$ cat src/rtl/ripple_alu_pkg.sv
package ripple_alu_pkg;
  typedef enum logic [2:0] {
    OP_AND = 3'b000,
    OP_OR  = 3'b001,
    OP_ADD = 3'b010,
    OP_SUB = 3'b110,
    OP_SLT = 3'b111
  } alu_op_e;

  // Per-slice output selector (low two bits of the operation code)
  localparam logic [1:0] SEL_AND  = 2'b00;
  localparam logic [1:0] SEL_OR   = 2'b01;
  localparam logic [1:0] SEL_SUM  = 2'b10;
  localparam logic [1:0] SEL_LESS = 2'b11;
endpackage

$ cat src/rtl/ripple_alu_slice.sv
module ripple_alu_slice
  import ripple_alu_pkg::*;
(
  input  logic       a_i,
  input  logic       b_i,
  input  logic       cin_i,
  input  logic       less_i,
  input  logic       bneg_i,
  input  logic [1:0] sel_i,
  output logic       res_o,
  output logic       sum_o,
  output logic       cout_o
);
  logic b_eff;

  assign b_eff  = b_i ^ bneg_i;
  assign sum_o  = a_i ^ b_eff ^ cin_i;
  assign cout_o = (a_i & b_eff) | (a_i & cin_i) | (b_eff & cin_i);

  always_comb begin
    unique case (sel_i)
      SEL_AND:  res_o = a_i & b_eff;
      SEL_OR:   res_o = a_i | b_eff;
      SEL_SUM:  res_o = sum_o;
      default:  res_o = less_i;
    endcase
  end
endmodule

$ cat src/rtl/ripple_alu_zero.sv
module ripple_alu_zero #(
  parameter int WIDTH = 32
) (
  input  logic [WIDTH-1:0] vec_i,
  output logic             zero_o
);
  assign zero_o = ~|vec_i;
endmodule

$ cat src/rtl/ripple_alu.sv
module ripple_alu
  import ripple_alu_pkg::*;
#(
  parameter int WIDTH = 32
) (
  input  logic [WIDTH-1:0] a_i,
  input  logic [WIDTH-1:0] b_i,
  input  logic [2:0]       op_i,
  output logic [WIDTH-1:0] result_o,
  output logic             zero_o,
  output logic             ovf_o
);
  localparam int MSB = WIDTH - 1;

  logic bneg;
  logic op_known;
  logic op_arith;
  logic ovf_raw;
  logic set_lt;
  logic carry     [WIDTH+1];
  logic slice_res [WIDTH];
  logic slice_sum [WIDTH];
  logic [WIDTH-1:0] res_vec;

  assign bneg     = op_i[2];
  assign carry[0] = bneg;

  always_comb begin
    unique case (op_i)
      OP_AND, OP_OR, OP_ADD, OP_SUB, OP_SLT: op_known = 1'b1;
      default:                               op_known = 1'b0;
    endcase
    op_arith = (op_i == OP_ADD) || (op_i == OP_SUB);
  end

  genvar gi;
  generate
    for (gi = 0; gi < WIDTH; gi++) begin : g_slice
      logic less_in;
      if (gi == 0) begin : g_lsb
        assign less_in = set_lt;
      end else begin : g_hi
        assign less_in = 1'b0;
      end
      ripple_alu_slice u_slice (
        .a_i    (a_i[gi]),
        .b_i    (b_i[gi]),
        .cin_i  (carry[gi]),
        .less_i (less_in),
        .bneg_i (bneg),
        .sel_i  (op_i[1:0]),
        .res_o  (slice_res[gi]),
        .sum_o  (slice_sum[gi]),
        .cout_o (carry[gi+1])
      );
    end
  endgenerate

  // Top slice: overflow from carry disagreement, corrected sign for compare
  assign ovf_raw = carry[MSB] ^ carry[WIDTH];
  assign set_lt  = slice_sum[MSB] ^ ovf_raw;

  always_comb begin
    for (int i = 0; i < WIDTH; i++) res_vec[i] = slice_res[i];
  end

  assign result_o = op_known ? res_vec : '0;
  assign ovf_o    = op_arith & ovf_raw;

  ripple_alu_zero #(.WIDTH(WIDTH)) u_zero (
    .vec_i  (result_o),
    .zero_o (zero_o)
  );
endmodule

$ cat config.mk
export PLATFORM = sky130hd
export DESIGN_NAME = ripple_alu
export DESIGN_NICKNAME = d
export VERILOG_FILES = /design/src/rtl/ripple_alu_pkg.sv /design/src/rtl/ripple_alu_slice.sv /design/src/rtl/ripple_alu_zero.sv /design/src/rtl/ripple_alu.sv
export SDC_FILE = /design/constraint.sdc
export NUM_CORES = 1
export LEC_CHECK = 0
export BUFFER_PORTS_ARGS = -buffer_cell sky130_fd_sc_hd__buf_2
export CAP_MARGIN = 10
export CORE_ASPECT_RATIO = 0.8
export CORE_UTILIZATION = 40
export DETAILED_ROUTE_END_ITERATION = 7
export PLACE_DENSITY = 0.66
export SLEW_MARGIN = 20
export SYNTH_ARGS = -nofsm -noshare
export SYNTH_HDL_FRONTEND = slang
export SYNTH_SLANG_ARGS = --single-unit
export TNS_END_PERCENT = 30
$ cat constraint.sdc
create_clock -name vclk -period 26.6
set_input_delay 3.99 -clock vclk [all_inputs]
set_output_delay 3.99 -clock vclk [all_outputs]
set_load 0.01 [all_outputs]
==> impl_results.md, run 1 <==
- Status: finished, final reports clean
- Critical path fanouts, max: 37
- Crit-path most repeated cell: fa_1
- Largest net degree at the start of global routing: 39
- Setup bufs post-CTS: 0
- Tmin final: 21.56 ns
- Crit path capture type: output port
- Sequential cell area: 0 um2
- Tcrit/Tclk final: 81.04%
- Gate power share: 100.0%
- Final hold viol count: 0
- Area leader, netlist: ha_1
- # port buffers: 101
- Register area share after synthesis: 0%
- Max cap viols: 0
- Syn Area/Cell: 8.164 um2
- Layout cells sized above 1: 23.87%
- Cell-internal power: 28.84 uW
- Crit path DAT: 17.57 ns
- 1st-pass router iterations: 4
- Yosys warns: 0
- Synthesized Nets: 519
- Synth cell count leaders: 97 x inv_1, 64 x ha_1, 32 x fa_1, 32 x xor2_1
- Avg WL per Cell: 12.18 um
- Worst EP required: 22.61 ns
- Final nets: 609
- Vias per std cell: 4.595
- Worst-margin pin slew: 1.093 ns
- Seq Cell Count: 0
- GRT Total Usage: 17.26%
- Max-slew violations: 0
- Area of the multi-input gates: 0.002471 mm2
- Final design utilization: 49.68%
- Fillers: 698
- Grt total ovfl: 0
- Max-Slew Margin vs Limit: 27.10%
- Vias: 2,440
- Largest delay share family, worst path: adder cells
- WL final: 6.469 mm
- Sw Share: 58.24%
- Worst path slowest cell: buf_4
- Hold_ws: 8.445 ns
- Busiest grt layer: met2
- Cts hold-fix bufs: 0
- Cell Rows: 27
- Clock buf count: 0
- Setup WS pre-CTS: 5.067 ns
- Post-synthesis instance area: 0.002907 mm2
- Total core area: 0.006959 mm2
- NetSw: 40.23 uW
- Met1 usage: 23.91%
- Die area: 0.007614 mm2
- Final antenna-violating net count: 0
- Reg power frac: 0%
- First-pass GRT wire length: 11.01 mm
- Fmax: 46.39 MHz
- Pwr dens: 19.98 mW/mm2
- Gpl congestion: 0.8377
- Leakage power: 0.002058 uW
- DP HPWL: 5.445 mm
- Cells after Synth: 356
- Top-level port count: 101
- Most frequent cell after synthesis: inv_1
- Placed cell area: 0.003452 mm2
- Clock share of power: 0%
- Final setup viols: 0
- Hold crit path type: input pin to output port
- Final setup TNS: 0 ns
- Residual DRC count: 0
- Antenna violations before repair: 0
- RSZ-0062 raised after global routing: no
- Vias in the first global route: 2,360
- Inserted Diodes: 0
- VDD IR-drop max: 8.687 uV
- Worst Slack Setup Final: 5.042 ns
- Die Height: 78.25 um
- WS Path Type: input pin to output port
- Global-route track usage on met3: 1.425%
- Initial Utilization: 41.77%
- Met2 Use GR: 30.77%
- Top cells by area, synth: ha_1 28%, fa_1 22%, inv_1 13%
- Initial DRC Count: 49
- Finished Cell Area: 0.003457 mm2
- Bufs and invs on worst path: 8
- Post-CTS resize count: 0
- Share of the synthesized area in the top cell type: 27.55%
- Type of element launching the critical path: input pin
- Cell variety after synth: 27
- CP peak stage delay: 0.47 ns
- Die width: 97.31 um
- Area grow syn2layout: 18.94%
==> per-stage QoR <==
| stage | std cells | power (uW) |
|---|---|---|
| global placement | 531 | 67.64 |
| global route | 531 | 80.02 |
| floorplan | 356 | 45.61 |
| detailed placement | 531 | 69.61 |
| CTS | 531 | 69.83 |
| finish | 531 | 69.07 |
==> logic make-up after synthesis <==
| group | Yosys count | synth area share [%] |
|---|---|---|
| XOR/XNOR | 34 | 10.25 |
| buffers and inverters | 111 | 15.24 |
| adder cells (fa/ha/maj) | 96 | 49.59 |
| AND/OR/NAND/NOR | 50 | 8.223 |
| AO/OA/AOI/OAI | 35 | 6.371 |
| multiplexers | 30 | 10.33 |
==> worst paths after layout <==
| path | from | end | cells after the start |
|---|---|---|---|
| worst min-delay path | op_i[1] | result_o[0] | 4 |
| worst max-delay path | op_i[2] | zero_o | 44 |
==> layer usage <==
metal	part of all wire, %	up-vias
li1	-	1233
met3	6.7	4
met5	0	-
met1	45	1125
met2	47	78
met4	0.65	0
==> power groups by stage <==
stage / sequential, uW / combinational [uW] / clock (uW)
global route: 0 / 80.0 / 0
global placement: 0 / 67.6 / 0
CTS: 0 / 69.8 / 0
floorplan: 0 / 45.6 / 0
detailed placement: 0 / 69.6 / 0
finish: 0 / 69.1 / 0
==> cell type report <==
cell class,instances,share of cell area (%)
inverter,97,10.53
timing repair buffer,102,14.84
tap,87,3.149
multi-input combinational,245,71.48
==> placed cells by master, fill, tap and decap left out <==
cell	count
o22ai_1	3
nor2b_1	2
nor2b_4	1
nor3_2	1
inv_1	97
or4_1	1
ha_1	64
nand4_1	1
buf_4	1
o21ai_2	1
nand2_1	30
fa_1	32
buf_2	101
nor2_1	3
nand3_1	2
o21ai_0	28
nand2b_1	1
nor4_1	6
or4b_1	1
mux2i_1	30
o211ai_1	1
xnor2_1	2
o21ai_1	2
or2_4	1
xor2_1	32
No activity file was read; power rests on OpenSTA's default activity.
==> inputs of run 2 (changes only) <==
ABC_AREA = 1   (was unset)
PLACE_DENSITY = 0.68   (was 0.66)
clock period = 18.5 ns   (was 26.6 ns; I/O delays follow)
==> run 2 against run 1 <==
Combinational power up 64%. Critical path depth is 3 higher. Non-clock buffer count is 10 higher. Sequential share of layout area is the same. Total power up 64%. Via count increased by 21%. Critical path type unchanged. Largest power group unchanged.
==> impl_results.md, run 2 <==
- Status: finished, final reports clean
- Largest net degree at the start of global routing: 29 (-26%)
- Layout Cells excl Fill: 674 (+27%)
- Residual DRC count: 0 (unchanged)
- Leakage power: 0.002327 uW (+13%)
- Final setup viols: 0 (unchanged)
- GRT Total Usage: 19.56% (+2.3 points)
- Final design utilization: 50.88% (+1.2 points)
- Post-synthesis instance area: 0.003142 mm2 (+8.1%)
- RSZ-0062 raised after global routing: no
- Tcrit/Tclk final: 97.86%
- # port buffers: 101 (unchanged)
- Vias: 2,962 (+21%)
- Tmin final: 18.10 ns
- Gpl congestion: 0.8824 (+5.3%)
- Clock share of power: 0% (unchanged)
- Max-Slew Margin vs Limit: 53.56% (+26 points)
- Total core area: 0.007497 mm2 (+7.7%)
- WL final: 7.746 mm (+20%)
- Top-level port count: 101 (unchanged)
- Cell Rows: 28 (+3.7%)
- 1st-pass router iterations: 5 (+1)
- Crit path DAT: 15.33 ns (-2.24 ns)
- Crit path capture type: output port
- Vias in the first global route: 2,997 (+27%)
- Worst path slowest cell: fa_1
- Grt total ovfl: 0 (unchanged)
- Cell variety after synth: 20 (-26%)
- Share of the synthesized area in the top cell type: 25.49% (-2.1 points)
- Avg WL per Cell: 11.49 um (-5.7%)
- CP peak stage delay: 0.40 ns (-0.07 ns)
- Worst EP required: 15.73 ns (-6.88 ns)
- Final hold viol count: 0 (unchanged)
- Reg power frac: 0% (unchanged)
- Synthesized Nets: 635 (+22%)
- Final antenna-violating net count: 0 (unchanged)
- Yosys warns: 0 (unchanged)
- Hold crit path type: input pin to output port
- VDD IR-drop max: 15.08 uV (+74%)
- Sw Share: 58.73% (+0.49 points)
- Synth cell count leaders: 157 x nand2_1, 104 x inv_1, 64 x ha_1
- Antenna violations before repair: 0 (unchanged)
- WS Path Type: input pin to output port
- Register area share after synthesis: 0% (unchanged)
- CP startpoint: op_i[2]
- NetSw: 66.57 uW (+65%)
- Hold Path Origin: a_i[2]
- Cell-internal power: 46.78 uW (+62%)
- Area grow syn2layout: 21.43%
- Pwr dens: 29.71 mW/mm2 (+49%)
- Vias per std cell: 4.395 (-4.4%)
- Initial DRC Count: 108 (+120%)
- Initial Utilization: 41.91% (+0.14 points)
- Max-slew violations: 0 (unchanged)
- Crit-path most repeated cell: fa_2
- Worst-margin pin slew: 0.6949 ns (-0.3986 ns)
- Inserted Diodes: 0 (unchanged)
- Cts hold-fix bufs: 0 (unchanged)
- Top cells by area, synth: ha_1 25%, fa_1 20%, nand2_1 19%
- Area leader, netlist: ha_1
- Overall power: 113.4 uW (+64%)
- Die width: 101.1 um (+3.9%)
- Die area: 0.008215 mm2 (+7.9%)
- Sequential cell area: 0 um2 (unchanged)
- Type of element launching the critical path: input pin
- Syn Area/Cell: 6.656 um2 (-18%)
- Max cap viols: 0 (unchanged)
- DP HPWL: 6.360 mm (+17%)
- Hold depth: 5 (+1)
- Finished Cell Area: 0.003815 mm2 (+10%)
- Critical path fanouts, max: 5 (-86%)
- Commonest non-fill, non-tap cell in the layout: nand2_1
- Most frequent cell after synthesis: nand2_1
- Die Height: 81.27 um (+3.9%)
- Layout cells sized above 1: 24.25% (+0.38 points)
- Placed cells: 674 (+27%)
- Fmax: 55.24 MHz
- Clock buf count: 0 (unchanged)
- Hold_ws: 6.087 ns (-2.358 ns)
- Final nets: 734 (+21%)
- Cells after Synth: 472 (+33%)
- First-pass GRT wire length: 12.93 mm (+17%)
- Gate power share: 100.0% (about the same)
- Placed cell area: 0.003764 mm2 (+9.0%)
- Seq Cell Count: 0 (unchanged)
- Most frequent cells in the layout: 157 x nand2_1, 104 x inv_1, 101 x buf_2
run 2: cell type report:
| cell class | instances | area (um2) |
|---|---|---|
| Fill cell | 802 | 3682 |
| Inverter | 106 | 397.9 |
| Multi-Input combinational cell | 351 | 2698 |
| Tap cell | 105 | 131.4 |
| Timing Repair Buffer | 112 | 588.1 |
run 2: repair_timing:
action	in CTS	in global routing
endpoints found under the setup margin	2	3
setup buffers	0	0
pin swaps	1	0
resized for setup	11	8
run 2: final timing paths:
path | endpoint | slack (ns)
min | result_o[2] | 6.09
max | zero_o | 0.40
run 2: worst max-delay path, delay by kind of cell:
kind / cells / cell delay [ns]
AO/OA/AOI/OAI: 1 / 0.08
adder cells (fa/ha/maj): 31 / 11.08
buffers and inverters: 7 / 0.64
AND/OR/NAND/NOR: 8 / 0.74
run 2: power groups by stage:
stage / sequential [uW] / combinational [uW] / clock [uW]
after CTS: 0 / 113 / 0
after global placement: 0 / 108 / 0
after global routing: 0 / 130 / 0
final: 0 / 113 / 0
after detailed placement: 0 / 112 / 0
after floorplan: 0 / 72.9 / 0
run 2: cell families after synthesis:
kind of cell | after synthesis | share of synthesized area, %
simple gates | 208 | 27.04
buf+inv | 121 | 15.77
fa+ha+maj | 96 | 45.88
xor+xnor | 31 | 8.642
compound gates | 16 | 2.668
run 2: metal layers:
layer / part of all wire (%) / track usage, % / vias up
met2: 48 / 37.07 / 98
li1: - / - / 1544
met1: 47 / 25.31 / 1318
met3: 5.2 / 1.205 / 2
met4: 0.30 / 1.594 / 0
met5: 0 / 0 / -
run 2: through the flow:
step | worst slack (ns) | setup TNS (ns)
finish | 0.3957 | 0
floorplan | 0.01652 | 0
CTS | 0.02793 | 0
global route | 0.04377 | 0
global placement | -0.1112 | -0.1112
detailed placement | -0.3340 | -0.4955
